`src/rtl/tag_rs_pool.sv`:
```
module tag_rs_pool #(
  parameter int NRS  = 4,
  parameter int NREG = 8,
  parameter int DW   = 16,
  parameter int OPW  = 4
) (
  input  logic                      clk,
  input  logic                      rst_n,
  input  logic                      iss_valid,
  input  logic [OPW-1:0]            iss_op,
  input  logic [$clog2(NREG)-1:0]   iss_src1,
  input  logic [$clog2(NREG)-1:0]   iss_src2,
  input  logic [$clog2(NREG)-1:0]   iss_dst,
  output logic                      iss_stall,
  input  logic                      cdb_valid,
  input  logic [$clog2(NRS+1)-1:0]  cdb_tag,
  input  logic [DW-1:0]             cdb_data,
  input  logic                      fu_ready,
  output logic                      disp_valid,
  output logic [$clog2(NRS+1)-1:0]  disp_tag,
  output logic [OPW-1:0]            disp_op,
  output logic [DW-1:0]             disp_vj,
  output logic [DW-1:0]             disp_vk
);
  localparam int TW = $clog2(NRS+1);
  localparam int RW = $clog2(NREG);
  localparam int SW = (NRS > 1) ? $clog2(NRS) : 1;

  logic [NRS-1:0] busy, started, ready;
  logic [OPW-1:0] op_q [NRS];
  logic [DW-1:0]  vj_q [NRS];
  logic [DW-1:0]  vk_q [NRS];
  logic [TW-1:0]  qj_q [NRS];
  logic [TW-1:0]  qk_q [NRS];

  logic [DW-1:0]  rval  [NREG];
  logic [TW-1:0]  rstat [NREG];

  logic          free_hit;
  logic [SW-1:0] free_idx, disp_idx;
  logic [TW-1:0] new_tag;
  logic          issue_fire, disp_fire;

  logic [DW-1:0] s1_v, s2_v;
  logic [TW-1:0] s1_q, s2_q;

  always_comb begin
    free_hit = 1'b0;
    free_idx = '0;
    for (int i = NRS-1; i >= 0; i--)
      if (!busy[i]) begin
        free_hit = 1'b1;
        free_idx = SW'(i);
      end
  end

  assign iss_stall  = !free_hit;
  assign issue_fire = iss_valid && free_hit;
  assign new_tag    = TW'(free_idx) + TW'(1);

  always_comb begin
    s1_q = rstat[iss_src1];
    s1_v = '0;
    if (s1_q == '0) s1_v = rval[iss_src1];
    else if (cdb_valid && cdb_tag == s1_q) begin
      s1_v = cdb_data;
      s1_q = '0;
    end
    s2_q = rstat[iss_src2];
    s2_v = '0;
    if (s2_q == '0) s2_v = rval[iss_src2];
    else if (cdb_valid && cdb_tag == s2_q) begin
      s2_v = cdb_data;
      s2_q = '0;
    end
  end

  always_comb
    for (int i = 0; i < NRS; i++)
      ready[i] = busy[i] && !started[i] && qj_q[i] == '0 && qk_q[i] == '0;

  always_comb begin
    disp_idx = '0;
    for (int i = NRS-1; i >= 0; i--)
      if (ready[i]) disp_idx = SW'(i);
  end

  assign disp_valid = |ready;
  assign disp_fire  = disp_valid && fu_ready;
  assign disp_tag   = TW'(disp_idx) + TW'(1);
  assign disp_op    = op_q[disp_idx];
  assign disp_vj    = vj_q[disp_idx];
  assign disp_vk    = vk_q[disp_idx];

  always_ff @(posedge clk) begin
    if (!rst_n) begin
      busy    <= '0;
      started <= '0;
      for (int i = 0; i < NRS; i++) begin
        op_q[i] <= '0;
        vj_q[i] <= '0;
        vk_q[i] <= '0;
        qj_q[i] <= '0;
        qk_q[i] <= '0;
      end
    end else begin
      for (int i = 0; i < NRS; i++) begin
        if (issue_fire && free_idx == SW'(i)) begin
          busy[i]    <= 1'b1;
          started[i] <= 1'b0;
          op_q[i]    <= iss_op;
          vj_q[i]    <= s1_v;
          vk_q[i]    <= s2_v;
          qj_q[i]    <= s1_q;
          qk_q[i]    <= s2_q;
        end else begin
          if (disp_fire && disp_idx == SW'(i)) started[i] <= 1'b1;
          if (cdb_valid && cdb_tag == TW'(i+1)) begin
            busy[i]    <= 1'b0;
            started[i] <= 1'b0;
          end
          if (busy[i] && cdb_valid && qj_q[i] != '0 && qj_q[i] == cdb_tag) begin
            vj_q[i] <= cdb_data;
            qj_q[i] <= '0;
          end
          if (busy[i] && cdb_valid && qk_q[i] != '0 && qk_q[i] == cdb_tag) begin
            vk_q[i] <= cdb_data;
            qk_q[i] <= '0;
          end
        end
      end
    end
  end

  always_ff @(posedge clk) begin
    if (!rst_n) begin
      for (int r = 0; r < NREG; r++) begin
        rval[r]  <= DW'(r);
        rstat[r] <= '0;
      end
    end else begin
      for (int r = 0; r < NREG; r++)
        if (cdb_valid && rstat[r] != '0 && rstat[r] == cdb_tag) begin
          rval[r]  <= cdb_data;
          rstat[r] <= '0;
        end
      if (issue_fire) rstat[iss_dst] <= new_tag;
    end
  end


  stall_hold_chk: assert property (@(posedge clk) disable iff (!rst_n)
    iss_stall && !cdb_valid |=> busy == $past(busy));


  alloc_busy_chk: assert property (@(posedge clk) disable iff (!rst_n)
    issue_fire |=> busy[$past(free_idx)]);


  no_double_disp_chk: assert property (@(posedge clk) disable iff (!rst_n)
    disp_fire |=> !(disp_valid && disp_tag == $past(disp_tag)));

  genvar g;
  generate
    for (g = 0; g < NRS; g++) begin : g_st_chk

      capture_j_chk: assert property (@(posedge clk) disable iff (!rst_n)
        busy[g] && cdb_valid && qj_q[g] != '0 && qj_q[g] == cdb_tag && !(issue_fire && free_idx == SW'(g))
        |=> qj_q[g] == '0 && vj_q[g] == $past(cdb_data));

      release_chk: assert property (@(posedge clk) disable iff (!rst_n)
        cdb_valid && cdb_tag == TW'(g+1) && busy[g] |=> !busy[g]);
    end
    for (g = 0; g < NREG; g++) begin : g_reg_chk

      reg_wr_chk: assert property (@(posedge clk) disable iff (!rst_n)
        cdb_valid && rstat[g] != '0 && rstat[g] == cdb_tag && !(issue_fire && iss_dst == RW'(g))
        |=> rstat[g] == '0 && rval[g] == $past(cdb_data));

      stat_live_chk: assert property (@(posedge clk) disable iff (!rst_n)
        rstat[g] != '0 |-> busy[SW'(rstat[g] - TW'(1))]);
    end
  endgenerate
endmodule

```
`config.mk`:
```
export PLATFORM = sky130hd
export DESIGN_NAME = tag_rs_pool
export DESIGN_NICKNAME = d
export VERILOG_FILES = /design/src/rtl/tag_rs_pool.sv
export SDC_FILE = /design/constraint.sdc
export NUM_CORES = 1
export LEC_CHECK = 0
export ABC_AREA = 1
export BUFFER_PORTS_ARGS = -buffer_cell sky130_fd_sc_hd__buf_2
export CAP_MARGIN = 20
export CORE_ASPECT_RATIO = 0.9
export CORE_MARGIN = 2
export CORE_UTILIZATION = 63
export DETAILED_ROUTE_END_ITERATION = 6
export GPL_ROUTABILITY_DRIVEN = 0
export PLACE_DENSITY = 0.81
export SETUP_SLACK_MARGIN = 0.3
export SLEW_MARGIN = 20
export SYNTH_ARGS = -nofsm -noshare
export SYNTH_HDL_FRONTEND = slang
export SYNTH_SLANG_ARGS = --single-unit
export TNS_END_PERCENT = 20
```
`constraint.sdc`:
```
create_clock -name clk -period 4.8 [get_ports clk]
set_input_delay 0.48 -clock clk [delete_from_list [all_inputs] [get_ports clk]]
set_output_delay 0.48 -clock clk [all_outputs]
set_load 0.02 [all_outputs]
```
## After elaboration in Yosys (flattened, before gate mapping)

Memories as Yosys holds them, arrays and structs flattened.
Index checks and enable logic that the tools add are counted.

| storage, ports and cells | value |
|---|---|
| register bits after elaboration | 8 |
| latch bits | 0 |
| RAM bits | 320 |
| ROM bits | 0 |
| word-level logic and storage cells | 356 |
| memories kept | 7 |

Memory list:

| name | depth | width | rd ports | clocked after Yosys merged registers in | write ports | line | RTL |
|---|---|---|---|---|---|---|---|
| rval | 8 | 16 | 2 | 0 | 8 | 36 | `logic [DW-1:0] rval [NREG];` |
| vj_q | 4 | 16 | 1 | 0 | 4 | 31 | `logic [DW-1:0] vj_q [NRS];` |
| vk_q | 4 | 16 | 1 | 0 | 4 | 32 | `logic [DW-1:0] vk_q [NRS];` |
| rstat | 8 | 3 | 10 | 0 | 9 | 37 | `logic [TW-1:0] rstat [NREG];` |
| op_q | 4 | 4 | 1 | 0 | 4 | 30 | `logic [OPW-1:0] op_q [NRS];` |
| qj_q | 4 | 3 | 4 | 0 | 4 | 33 | `logic [TW-1:0] qj_q [NRS];` |
| +1 memories | -- | -- | -- | -- | -- | -- |  |

| operators by class | value |
|---|---|
| add/sub/neg operators | 2 |
| $mul | 0 |
| divide/modulo/power cells | 0 |
| $lt $le $gt $ge | 0 |
| eq/ne operators | 28 |
| shifts and indexed selects | 0 |
| mux-type cells | 152 |
| bitwise logic cells | 53 |
| reductions and logical operators | 106 |

Operators with widths:

| cell | number |
|---|---|
| 16-bit two-way mux | 28 |
| 1-bit two-way mux | 84 |
| 3-bit two-way mux | 28 |
| 1-bit logical AND | 64 |
| 3-bit == test | 18 |
| 1-bit OR | 52 |
| 3-bit nonzero test | 16 |
| 3-bit logical NOT | 10 |
| 2-bit two-way mux | 8 |
| 4-bit two-way mux | 4 |
| 3-bit OR reduction | 4 |
| 2-bit == test, second input constant | 4 |
| 2-bit nonzero test | 4 |
| 2-bit by 1-bit adder with 3-bit output, second input constant | 2 |
| 3-bit by 2-bit == test with 1-bit output, second input constant | 2 |
| 1-bit logical NOT | 5 |
| 2-bit by 1-bit == test with 1-bit output, second input constant | 2 |
| 2-bit logical NOT | 2 |
| 4-bit OR reduction | 1 |
| 3-bit by 1-bit == test with 1-bit output, second input constant | 1 |
| 3-bit == test, second input constant | 1 |
| 1-bit inverter | 1 |

## Depth between registers and ports, before layout

Gate-level depths: netlist (run 1).

| logic depth | value |
|---|---|
| depth after elaboration | 11 |
| gate-level depth with buffers | 15 |

## Worst setup path after synthesis (run 1)

No wires, ideal clock.

| path | value |
|---|---|
| kind | input-to-reg |
| start point | input cdb_tag[0] |
| end point | memory rval[4][0] (enable) |
| library setup time | 372 ps |
| arrival | 1953 ps |
| data required time | 4428 ps |
| path slack | 2475 ps |
| stages on the path | 9 |
| path through | inv_2 > buf_2 > nand2_1 > o21ai_0 > nand2_1 > a21oi_1 > clkinv_1 > clkbuf_1 > nand2_1 |

RTL lines:

| what | line | RTL |
|---|---|---|
| from (decl) | 16 | `input logic [$clog2(NRS+1)-1:0] cdb_tag,` |
| to (decl) | 36 |  |

==> flow_metrics.py, run 1 <==
metrics = {
    "status": {
        "outcome": "finished, final reports clean",
    },
    "logic_synthesis": {
        "muxShareOfSynthArea": 0,
        "synth.top_cell.area_share": 0.487,
        "synth_seq_cells": 328,
        "synthFlopType": "sky130_fd_sc_hd__edfxtp_1",
        "postSynth.asyncResetShare": 0,
        "netlist_instances": 2487,
        "synth.distinct_cells": 40,
        "post_synth_most_frequent_cells": "sky130_fd_sc_hd__nand2_1, sky130_fd_sc_hd__inv_1, sky130_fd_sc_hd__edfxtp_1",
        "synthAdderAreaFrac": 0.00507,
        "synth_simple_gate_area_share": 0.256,
        "synth_compound_area_frac": 0.134,
        "netlist_top_cells_area": "sky130_fd_sc_hd__edfxtp_1, sky130_fd_sc_hd__nand2_1, sky130_fd_sc_hd__o21ai_0",
        "synth.largest_area_cell": "sky130_fd_sc_hd__edfxtp_1",
        "synth.net_count": 2532,
        "synth-edff-count": 320,
        "synthMostInstantiatedCell": "sky130_fd_sc_hd__nand2_1",
        "synth_top_family_by_area": "simple AND/OR/NAND/NOR gates",
        "yosysSeqAreaShare": 0.495,
        "syn_area_mm2": 0.0197,
        "synthesis.area_per_instance_um2": 7.94,
        "yosysWarningCount": 0,
        "post_synth_xor_area_fraction": 0.00577,
    },
    "critical_path": {
        "setup.worst_path.class": "flop to primary output",
        "worstPathRequired_ns": 4.32,
        "r2r-start": "qj_q[2][1]",
        "critical-path-max-stage-delay_ns": 0.59,
        "critical_path_arrival_ns": 3.63,
        "startpoint_type": "flop",
        "rr_endpoint": "vj_q[2][3]",
        "critPathSlowestCell": "sky130_fd_sc_hd__nor2_4",
        "worst-r2r-cell-count": 8,
        "timing.critical_path.fanout_max": 36,
        "critPathCaptureType": "primary output",
        "path_cells": "nor2_1 -> nand2_1 -> nor3_1 -> nor2_1 -> nor2_4 -> inv_2 -> o211ai_1 -> nand2_1 -> buf_2",
        "ff2ff_setup_slack_ns": 1.64,
    },
    "sta": {
        "unrepaired_setup_endpoints_after_global_routing": "false",
        "final-max-slew-violation-count": 0,
        "finalSetupViolations": 0,
        "timing.setup.tns_ns": 0,
        "slew_at_the_pin_with_the_worst_max_slew_slack_ns": 1.11,
        "max-slew-margin-rel": 0.257,
        "final-hold-violation-count": 0,
        "layout_worst_path_cycle_share": 0.856,
        "final_period_minus_worst_setup_slack_ns": 4.11,
        "skew_ns": 0.0184,
        "max_clock_freq_mhz": 243,
    },
    "cts": {
        "clk-insertion-delay-late_ns": 0.52,
        "cts.reportedPaths.clkPinSlew_ns": 0.06,
        "clock-sinks": 328,
        "numCtsBuffers": 36,
        "cts_max_path_buffers": 3,
        "ctsHtreeMaxLevel": 2,
        "cts_hold_repair.buffers": 0,
        "number_of_setup_buffers_added_after_cts": 0,
        "cts_tree": "yes",
        "postCtsResizedCells": 0,
        "ctsRootBufferMaster": "sky130_fd_sc_hd__clkbuf_16",
    },
    "place": {
        "area_post_placement_mm2": 0.0201,
        "place_hpwl_um": 37000,
        "placed_cell_count": 2848,
        "port-buffer-count": 77,
    },
    "route": {
        "routed_via_density": 6.16,
        "drt-initial-drc-count": 3154,
        "remaining_drc_errors": 0,
        "routed_wirelength_normalized_by_instance_count_um": 20.3,
        "dr_total_vias": 17933,
        "drt-total-wl_um": 59200,
        "detail_route.first_pass.iterations": 7,
        "detail-route-antenna-nets": 0,
    },
    "floorplan": {
        "die_x_um": 191,
        "die_area_mm2": 0.0328,
        "num_rows": 61,
        "core_region_area_mm2": 0.0308,
        "floorplan.initialDensity": 0.640,
        "die-height_um": 172,
        "ios": 78,
    },
    "global_routing": {
        "grt_antenna_before_repair": 1,
        "grt_remaining_overflow": 0,
        "grt_max_degree": 108,
        "grt_use_total": 0.360,
        "first_pass_grt_wire_length_um": 90400,
        "first_global_vias": 16626,
    },
    "power": {
        "power.density_mw_per_mm2": 338,
        "vdd_ir_drop_max_mv": 0.228,
        "post-layout-total-power_mw": 7.16,
        "total_leakage_power_nw": 10.4,
    },
    "finish": {
        "final_core_utilization": 0.687,
        "final_area_mm2": 0.0212,
        "final.fill_count": 2373,
        "area.growth.synth_to_final_pct": 7.40,
        "final_net_count": 2522,
        "final_cell_count_no_fill": 2912,
        "drive_above_1_share": 0.0899,
    },
    "min_path": {
        "hold_class": "input pin to flop",
        "worst_hold_path.endpoint": "vj_q[3][3]",
        "timing.hold.worst_path_depth": 3,
        "min-delay-start": "cdb_data[3]",
    },
    "flow_run": {
        "maxCapViolCount": 0,
    },
}
[routing by layer]
| layer | track usage | part of all wire | up-vias |
|---|---|---|---|
| li1 | - | - | 8155 |
| met1 | 0.483 | 0.36 | 8129 |
| met2 | 0.575 | 0.45 | 1415 |
| met3 | 0.0798 | 0.15 | 234 |
| met4 | 0.142 | 0.037 | 0 |
| met5 | 0 | 0 | - |
[report_power, final]
group	internal [mW]	total [mW]	switching, mW	leakage, nW
clock	1.57	2.70	1.12	0.543
sequential	3.33	3.39	0.0670	3.38
combinational	0.266	1.07	0.801	6.47
total	5.16	7.16	1.99	10.4
[layout make-up]
type,instances,area (um2),area share
Multi-Input combinational cell,1663,7920,0.374
Inverter,349,1320,0.0622
Clock inverter,18,169,0.00797
Tap cell,409,512,0.0241
Sequential cell,328,9770,0.461
Timing Repair Buffer,99,551,0.0260
Antenna cell,1,2.50,0.000118
Clock buffer,45,956,0.0451
[worst max path at each step]
stage	from	end	slack [ns]	cells after the start
finish	qj_q[2][0]	disp_vj[7]	0.69	9
global route	qj_q[2][0]	disp_vk[14]	0.46	10
CTS	qj_q[2][0]	disp_vk[15]	0.84	10
detailed placement	iss_src1[0]	vj_q[1][10]	1.39	12
global placement	cdb_tag[2]	vk_q[2][13]	1.50	6
floorplan	cdb_tag[0]	rval[4][0]	2.48	9
[state kept, by name, indices dropped and copies added, names as in the netlist]
name / count
vj_q: 64
qk_q: 12
vk_q: 64
op_q: 16
started: 4
rval: 128
rstat: 24
qj_q: 12
busy: 4
[critical path: cells and delay by family (launching register included)]
family,cells,cell delay [ns]
AND/OR/NAND/NOR,6,1.61
buffers and inverters,2,0.75
flip-flops,1,0.43
AO/OA/AOI/OAI,1,0.28
[cell families (layout without fill, tap and decap cells)]
| family | after synthesis | count (layout) |
|---|---|---|
| xor+xnor | 13 | 13 |
| other cells | 0 | 1 |
| compound gates | 482 | 482 |
| fa+ha+maj | 8 | 8 |
| flops | 328 | 328 |
| buf+inv | 496 | 511 |
| simple gates | 1160 | 1160 |
[cell usage in the layout (no fill, tap or decap), types with 9 or more instances in the layout]
| cell type | n |
|---|---|
| sky130_fd_sc_hd__a21oi_1 | 100 |
| sky130_fd_sc_hd__buf_2 | 77 |
| sky130_fd_sc_hd__buf_4 | 22 |
| sky130_fd_sc_hd__clkbuf_16 | 37 |
| sky130_fd_sc_hd__clkinv_1 | 9 |
| sky130_fd_sc_hd__edfxtp_1 | 320 |
| sky130_fd_sc_hd__inv_1 | 328 |
| sky130_fd_sc_hd__inv_2 | 17 |
| sky130_fd_sc_hd__nand2_1 | 659 |
| sky130_fd_sc_hd__nand2_2 | 14 |
| sky130_fd_sc_hd__nand3_1 | 166 |
| sky130_fd_sc_hd__nand3_2 | 11 |
| sky130_fd_sc_hd__nand3_4 | 19 |
| sky130_fd_sc_hd__nor2_1 | 254 |
| sky130_fd_sc_hd__nor3_1 | 12 |
| sky130_fd_sc_hd__o211ai_1 | 77 |
| sky130_fd_sc_hd__o21ai_0 | 253 |
| sky130_fd_sc_hd__o21ai_1 | 33 |
| sky130_fd_sc_hd__o22ai_1 | 9 |
[stage by stage]
stage | hold slack, ns | setup WS [ns]
2_1_floorplan | 0.494 | 2.48
3_3_place_gp | 0.515 | 1.50
3_5_place_dp | 0.518 | 1.39
4_1_cts | 0.300 | 0.843
5_1_grt | 0.335 | 0.464
6_report | 0.323 | 0.693
Note: power is estimated with default switching activity, not from simulation.
==> run 2: changes to the inputs <==
--- a/config.mk
+++ b/config.mk
@@ -5,15 +5,14 @@
 export SDC_FILE = /design/constraint.sdc
 export NUM_CORES = 1
 export LEC_CHECK = 0
-export ABC_AREA = 1
+export ABC_CLOCK_PERIOD_IN_PS = 4800
 export BUFFER_PORTS_ARGS = -buffer_cell sky130_fd_sc_hd__buf_2
 export CAP_MARGIN = 20
 export CORE_ASPECT_RATIO = 0.9
 export CORE_MARGIN = 2
-export CORE_UTILIZATION = 63
+export CORE_UTILIZATION = 40
 export DETAILED_ROUTE_END_ITERATION = 6
 export GPL_ROUTABILITY_DRIVEN = 0
-export PLACE_DENSITY = 0.81
 export SETUP_SLACK_MARGIN = 0.3
 export SLEW_MARGIN = 20
 export SYNTH_ARGS = -nofsm -noshare
==> run 2 against run 1 <==
  * Sequential share of layout area grew 2.6 points
  * Setup slack gained 0.20 ns
  * Final cell count shrank 23%
  * Global-route usage shrank 13 points
  * Count of clock-buffer cells in the layout is the same
  * Flip-flop and latch count is the same
  * Register-to-register slack lost 0.30 ns
  * Synthesized cell count shrank 37%
  * Sequential power is essentially flat
  * Total power shrank 1.4%
  * Synthesized area shrank 8.6%
  * Largest power group unchanged
==> flow_metrics.py, run 2 <==
metrics = {
    "status": {
        "outcome": "finished, final reports clean",
    },
    "global_routing": {
        "grt_remaining_overflow": 0,
        "first_pass_grt_wire_length_um": 82600,
        "first_global_vias": 13379,
        "grt_antenna_before_repair": 0,
        "grt_use_total": 0.232,
        "grt_max_degree": 75,
    },
    "cts": {
        "cts_tree": "yes",
        "postCtsResizedCells": 0,
        "cts_max_path_buffers": 3,
        "clk-insertion-delay-late_ns": 0.54,
        "numCtsBuffers": 36,
        "ctsHtreeMaxLevel": 2,
        "cts.reportedPaths.clkPinSlew_ns": 0.06,
        "clock-sinks": 328,
        "ctsRootBufferMaster": "sky130_fd_sc_hd__clkbuf_16",
        "number_of_setup_buffers_added_after_cts": 0,
        "cts_hold_repair.buffers": 0,
    },
    "floorplan": {
        "die-height_um": 205,
        "die_area_mm2": 0.0468,
        "ios": 78,
        "num_rows": 73,
        "core_region_area_mm2": 0.0444,
        "floorplan.initialDensity": 0.406,
        "die_x_um": 228,
    },
    "route": {
        "drt-initial-drc-count": 1366,
        "routed_via_density": 6.06,
        "detail_route.first_pass.iterations": 5,
        "drt-total-wl_um": 54300,
        "routed_wirelength_normalized_by_instance_count_um": 24.3,
        "remaining_drc_errors": 0,
        "dr_total_vias": 13514,
        "detail-route-antenna-nets": 0,
    },
    "finish": {
        "final_cell_count_no_fill": 2231,
        "area.growth.synth_to_final_pct": 11.3,
        "final_area_mm2": 0.0201,
        "final.fill_count": 4150,
        "final_net_count": 1651,
        "final_core_utilization": 0.452,
        "largest_registers": "rval: 128 flops, vj_q: 64 flops, vk_q: 64 flops",
        "insertedDiodeCount": 0,
        "max_ffs_per_register": 128,
        "layout_common_cells": "sky130_fd_sc_hd__edfxtp_1, sky130_fd_sc_hd__nand2_1, sky130_fd_sc_hd__a21oi_1, sky130_fd_sc_hd__nor2_1, sky130_fd_sc_hd__buf_2",
        "most_common_cell_after_layout_fill_and_taps_aside": "sky130_fd_sc_hd__edfxtp_1",
        "top_register": "rval",
        "drive_above_1_share": 0.195,
        "multiInputGateArea_mm2": 0.00769,
        "register_area_mm2": 0.00977,
    },
    "place": {
        "area_post_placement_mm2": 0.0190,
        "placed_cell_count": 2168,
        "place_hpwl_um": 35200,
        "port-buffer-count": 77,
    },
    "sta": {
        "timing.setup.tns_ns": 0,
        "max_clock_freq_mhz": 256,
        "final_period_minus_worst_setup_slack_ns": 3.90,
        "skew_ns": 0.0202,
        "unrepaired_setup_endpoints_after_global_routing": "false",
        "slew_at_the_pin_with_the_worst_max_slew_slack_ns": 1.05,
        "finalSetupViolations": 0,
        "final-max-slew-violation-count": 0,
        "final-hold-violation-count": 0,
        "max-slew-margin-rel": 0.298,
        "layout_worst_path_cycle_share": 0.813,
    },
    "logic_synthesis": {
        "post_synth_most_frequent_cells": "sky130_fd_sc_hd__edfxtp_1, sky130_fd_sc_hd__nand2_1, sky130_fd_sc_hd__a21oi_1",
        "synth.top_cell.area_share": 0.533,
        "netlist_instances": 1579,
        "yosysSeqAreaShare": 0.542,
        "netlist_top_cells_area": "sky130_fd_sc_hd__edfxtp_1, sky130_fd_sc_hd__mux4_2, sky130_fd_sc_hd__a21oi_1",
        "syn_area_mm2": 0.0180,
        "synth.distinct_cells": 56,
        "synthMostInstantiatedCell": "sky130_fd_sc_hd__edfxtp_1",
        "synth_seq_cells": 328,
        "synth.largest_area_cell": "sky130_fd_sc_hd__edfxtp_1",
        "synth.net_count": 1624,
        "yosysWarningCount": 0,
        "synth-edff-count": 320,
        "postSynth.asyncResetShare": 0,
        "synthFlopType": "sky130_fd_sc_hd__edfxtp_1",
        "synthesis.area_per_instance_um2": 11.4,
    },
    "critical_path": {
        "startpoint_type": "flop",
        "worst-r2r-cell-count": 6,
        "worstPathRequired_ns": 4.32,
        "critPathCaptureType": "primary output",
        "timing.critical_path.fanout_max": 41,
        "critical_path_arrival_ns": 3.42,
        "crit_start": "busy[1]",
        "setup.worst_path.class": "flop to primary output",
        "r2r-start": "rstat[2][2]",
    },
    "min_path": {
        "min-delay-start": "iss_op[0]",
        "timing.hold.worst_path_depth": 2,
        "hold_class": "input pin to flop",
    },
    "power": {
        "p_switching_mw": 1.89,
        "vdd_ir_drop_max_mv": 0.217,
        "total_leakage_power_nw": 6.91,
        "power.internal_mw": 5.17,
        "p_comb_frac": 0.139,
        "post-layout-total-power_mw": 7.05,
        "switching_share": 0.267,
        "clkPwrFrac": 0.379,
        "power.density_mw_per_mm2": 351,
        "sequentialPowerShare": 0.482,
    },
    "flow_run": {
        "maxCapViolCount": 0,
    },
}
run 2: final timing paths:
kind	to	slack, ns
worst max register to register	vj_q[3][5]	1.34
worst max-delay path	disp_vk[2]	0.90
worst min register to register	started[2]	0.51
worst min-delay path	op_q[2][0]	0.25
run 2: cells by family after synthesis:
logic type / Yosys count / share of synthesized area
AND/OR/NAND/NOR: 590 / 0.150
AO/OA/AOI/OAI: 347 / 0.131
flip-flops: 328 / 0.542
buffers and inverters: 152 / 0.0356
multiplexers: 116 / 0.118
XOR/XNOR: 38 / 0.0184
adder cells (fa/ha/maj): 8 / 0.00555
run 2: area by class of cell:
class	count	share of cell area
Clock inverter	18	0.00698
Inverter	27	0.00505
Tap cell	600	0.0374
Multi-Input combinational cell	1099	0.383
Sequential cell	328	0.486
Timing Repair Buffer	114	0.0336
Clock buffer	45	0.0476
run 2: worst max-delay path, cell delays in order (launching register included):
cell and delay (ns):
sky130_fd_sc_hd__dfxtp_1 0.52, sky130_fd_sc_hd__nor4b_1 0.44, sky130_fd_sc_hd__a21oi_1 0.17, sky130_fd_sc_hd__nor2b_4 0.16
sky130_fd_sc_hd__inv_2 0.63, sky130_fd_sc_hd__buf_12 0.29, sky130_fd_sc_hd__nand2_1 0.07, sky130_fd_sc_hd__and3_1 0.16
sky130_fd_sc_hd__a31oi_1 0.20, sky130_fd_sc_hd__buf_2 0.21
run 2: metal layers:
metal  global-route usage  vias up  part of all wire
li1                     -     6004                 -
met2                0.381      637              0.47
met5                    0        -                 0
met3               0.0373      102             0.078
met4               0.0733        0             0.029
met1                0.319     6771              0.42
run 2: power groups by stage:
stage / clock, mW / combinational (mW) / sequential [mW]
6_report: 2.67 / 0.982 / 3.40
5_1_grt: 2.80 / 1.06 / 3.42
4_1_cts: 2.69 / 0.980 / 3.40
3_5_place_dp: 0 / 0.978 / 3.46
3_3_place_gp: 0 / 0.964 / 3.45
2_1_floorplan: 0 / 0.658 / 3.43
run 2: through the flow:
stage	setup WS [ns]	hold WS, ns
after CTS	0.882	0.236
after detailed placement	0.857	0.477
after global placement	0.905	0.478
after floorplan	1.46	0.445
after global routing	0.627	0.252
final	0.896	0.255
==> run 3: changes to the inputs <==
--- a/config.mk
+++ b/config.mk
@@ -5,7 +5,7 @@
 export SDC_FILE = /design/constraint.sdc
 export NUM_CORES = 1
 export LEC_CHECK = 0
-export ABC_CLOCK_PERIOD_IN_PS = 4800
+export ABC_CLOCK_PERIOD_IN_PS = 3450
 export BUFFER_PORTS_ARGS = -buffer_cell sky130_fd_sc_hd__buf_2
 export CAP_MARGIN = 20
 export CORE_ASPECT_RATIO = 0.9
==> constraint.sdc (replaced) <==
create_clock -name clk -period 3.45 [get_ports clk]
set_input_delay 0.345 -clock clk [delete_from_list [all_inputs] [get_ports clk]]
set_output_delay 0.345 -clock clk [all_outputs]
set_load 0.02 [all_outputs]
==> run 3 against run 2 <==
  * Wire length rose by 1.8%
  * First-iteration DRC count rose by 12%
  * Count of clock-buffer cells in the layout fell by 1
  * Critical path type unchanged
  * Setup slack got worse by 0.55 ns
  * Clock skew rose by 0.0057 ns
  * Highest routed layer unchanged
  * Flip-flop and latch count did not move
  * Clock power rose by 35%
  * Combinational power rose by 48%
  * Critical endpoint is now disp_vj[8]
  * Non-clock buffer count rose by 36
==> flow_metrics.py, run 3 (synthesized netlist as in run 2, its figures left out) <==
metrics = {
    "status": {
        "outcome": "finished, final reports clean",
    },
    "floorplan": {
        "floorplan.initialDensity": 0.406,
        "die_x_um": 228,
        "core_region_area_mm2": 0.0444,
        "ios": 78,
        "die_area_mm2": 0.0468,
        "die-height_um": 205,
        "num_rows": 73,
    },
    "finish": {
        "area.growth.synth_to_final_pct": 15.1,
        "top_register": "rval",
        "final_core_utilization": 0.468,
        "final.fill_count": 4031,
        "max_ffs_per_register": 128,
        "multiInputGateArea_mm2": 0.00786,
        "layout_common_cells": "sky130_fd_sc_hd__edfxtp_1, sky130_fd_sc_hd__nand2_1, sky130_fd_sc_hd__a21oi_1, sky130_fd_sc_hd__nor2_1, sky130_fd_sc_hd__buf_4",
        "register_area_mm2": 0.00977,
        "final_net_count": 1687,
        "most_common_cell_after_layout_fill_and_taps_aside": "sky130_fd_sc_hd__edfxtp_1",
        "largest_registers": "rval: 128 flops, vj_q: 64 flops, vk_q: 64 flops",
        "drive_above_1_share": 0.226,
    },
    "power": {
        "total_leakage_power_nw": 7.19,
        "vdd_ir_drop_max_mv": 0.357,
        "power.density_mw_per_mm2": 471,
    },
    "route": {
        "routed_wirelength_normalized_by_instance_count_um": 24.4,
        "routed_via_density": 6.02,
        "drt-total-wl_um": 55200,
        "remaining_drc_errors": 0,
        "drt-initial-drc-count": 1526,
        "detail-route-antenna-nets": 0,
        "dr_total_vias": 13644,
        "detail_route.first_pass.iterations": 5,
    },
    "flow_run": {
        "maxCapViolCount": 0,
    },
    "critical_path": {
        "critical-path-max-stage-delay_ns": 0.54,
        "critPathSlowestCell": "sky130_fd_sc_hd__inv_4",
        "path_cells": "nor4_2 -> and4b_1 -> nand2b_1 -> a21oi_2 -> inv_4 -> a31oi_2 -> buf_4",
        "worstPathRequired_ns": 3.11,
        "critPathBufInv": 2,
        "critPathCaptureType": "primary output",
        "startpoint_type": "flop",
        "critical_path_arrival_ns": 2.76,
        "timing.critical_path.fanout_max": 39,
        "setup.worst_path.class": "flop to primary output",
        "cpLargestDelayFamily": "buffers and inverters",
    },
    "sta": {
        "max_clock_freq_mhz": 322,
        "unrepaired_setup_endpoints_after_global_routing": "true",
        "skew_ns": 0.0259,
        "max-slew-margin-rel": 0.385,
        "final-hold-violation-count": 0,
        "timing.setup.tns_ns": 0,
        "final_period_minus_worst_setup_slack_ns": 3.11,
        "slew_at_the_pin_with_the_worst_max_slew_slack_ns": 0.920,
        "finalSetupViolations": 0,
        "layout_worst_path_cycle_share": 0.900,
        "final-max-slew-violation-count": 0,
        "postLayoutSetupSlackWorst_ns": 0.344,
    },
    "place": {
        "place_hpwl_um": 36100,
        "dp_slack_ns": 0.186,
        "port-buffer-count": 77,
    },
    "min_path": {
        "hold_class": "input pin to flop",
    },
    "cts": {
        "clock-sinks": 328,
        "numCtsBuffers": 36,
        "ctsHtreeMaxLevel": 2,
        "clk-insertion-delay-late_ns": 0.54,
        "cts.reportedPaths.clkPinSlew_ns": 0.06,
        "cts_tree": "yes",
        "cts_max_path_buffers": 3,
        "cts_hold_repair.buffers": 0,
        "ctsRootBufferMaster": "sky130_fd_sc_hd__clkbuf_16",
    },
    "global_routing": {
        "grt_max_degree": 53,
        "first_pass_grt_wire_length_um": 83000,
        "grt_antenna_before_repair": 1,
        "first_global_vias": 13592,
        "grt_remaining_overflow": 0,
        "grt_use_total": 0.233,
    },
}
## run 3: worst paths after layout
kind,slack [ns],start,end,cells past startpoint
setup / recovery,0.34,qj_q[2][2],disp_vj[8],7
hold / removal,0.12,iss_op[2],op_q[0][2],2
setup reg to reg,0.55,rstat[7][0],vj_q[3][5],7
hold reg to reg,0.50,started[2],started[2],2
## run 3: repair_timing
action | CTS | global route
pin swaps | 1 | 2
endpoints found under the hold margin | 0 | 0
resized for setup | 43 | 20
setup endpoints to repair | 32 | 49
setup buffers | 3 | 1
gates cloned | 3 | 2
## run 3: final cells by class
| class | count | area share |
|---|---|---|
| tap | 600 | 0.0362 |
| clock inverter | 19 | 0.00609 |
| multi-input combinational | 1099 | 0.379 |
| sequential | 328 | 0.471 |
| inverter | 27 | 0.00560 |
| antenna | 1 | 0.000121 |
| timing repair buffer | 150 | 0.0578 |
| clock buffer | 44 | 0.0448 |
## run 3: worst reg2reg max path, stage by stage, from the launching register on
cell                       delay [ns]
sky130_fd_sc_hd__edfxtp_1        0.47
sky130_fd_sc_hd__mux4_2          0.53
sky130_fd_sc_hd__mux2i_4         0.25
sky130_fd_sc_hd__nor4_1          0.08
sky130_fd_sc_hd__or4_1           0.50
sky130_fd_sc_hd__buf_4           0.24
sky130_fd_sc_hd__a31o_4          0.35
sky130_fd_sc_hd__a22o_1          0.26
## run 3: per-layer routing
metal | part of all wire | vias up | track usage
met3 | 0.073 | 94 | 0.0326
met2 | 0.47 | 607 | 0.380
met4 | 0.032 | 0 | 0.0812
li1 | - | 6105 | -
met5 | 0 | - | 0
met1 | 0.42 | 6838 | 0.321
## run 3: metrics by stage
step / hold slack (ns) / instances / area (um2) / total power [mW]
floorplan: 0.445 / 1579 / 18000 / 5.69
global placement: 0.483 / 2195 / 19200 / 6.17
detailed placement: 0.474 / 2195 / 19200 / 6.20
CTS: 0.113 / 2264 / 20600 / 9.81
global route: 0.141 / 2267 / 20800 / 10.1
finish: 0.122 / 2268 / 20800 / 9.78
## run 3: power breakdown
group / total (mW) / switching, mW / internal (mW)
registers: 4.73 / 0.111 / 4.62
clock network: 3.60 / 1.60 / 2.00
logic: 1.45 / 0.925 / 0.527
total: 9.78 / 2.64 / 7.14
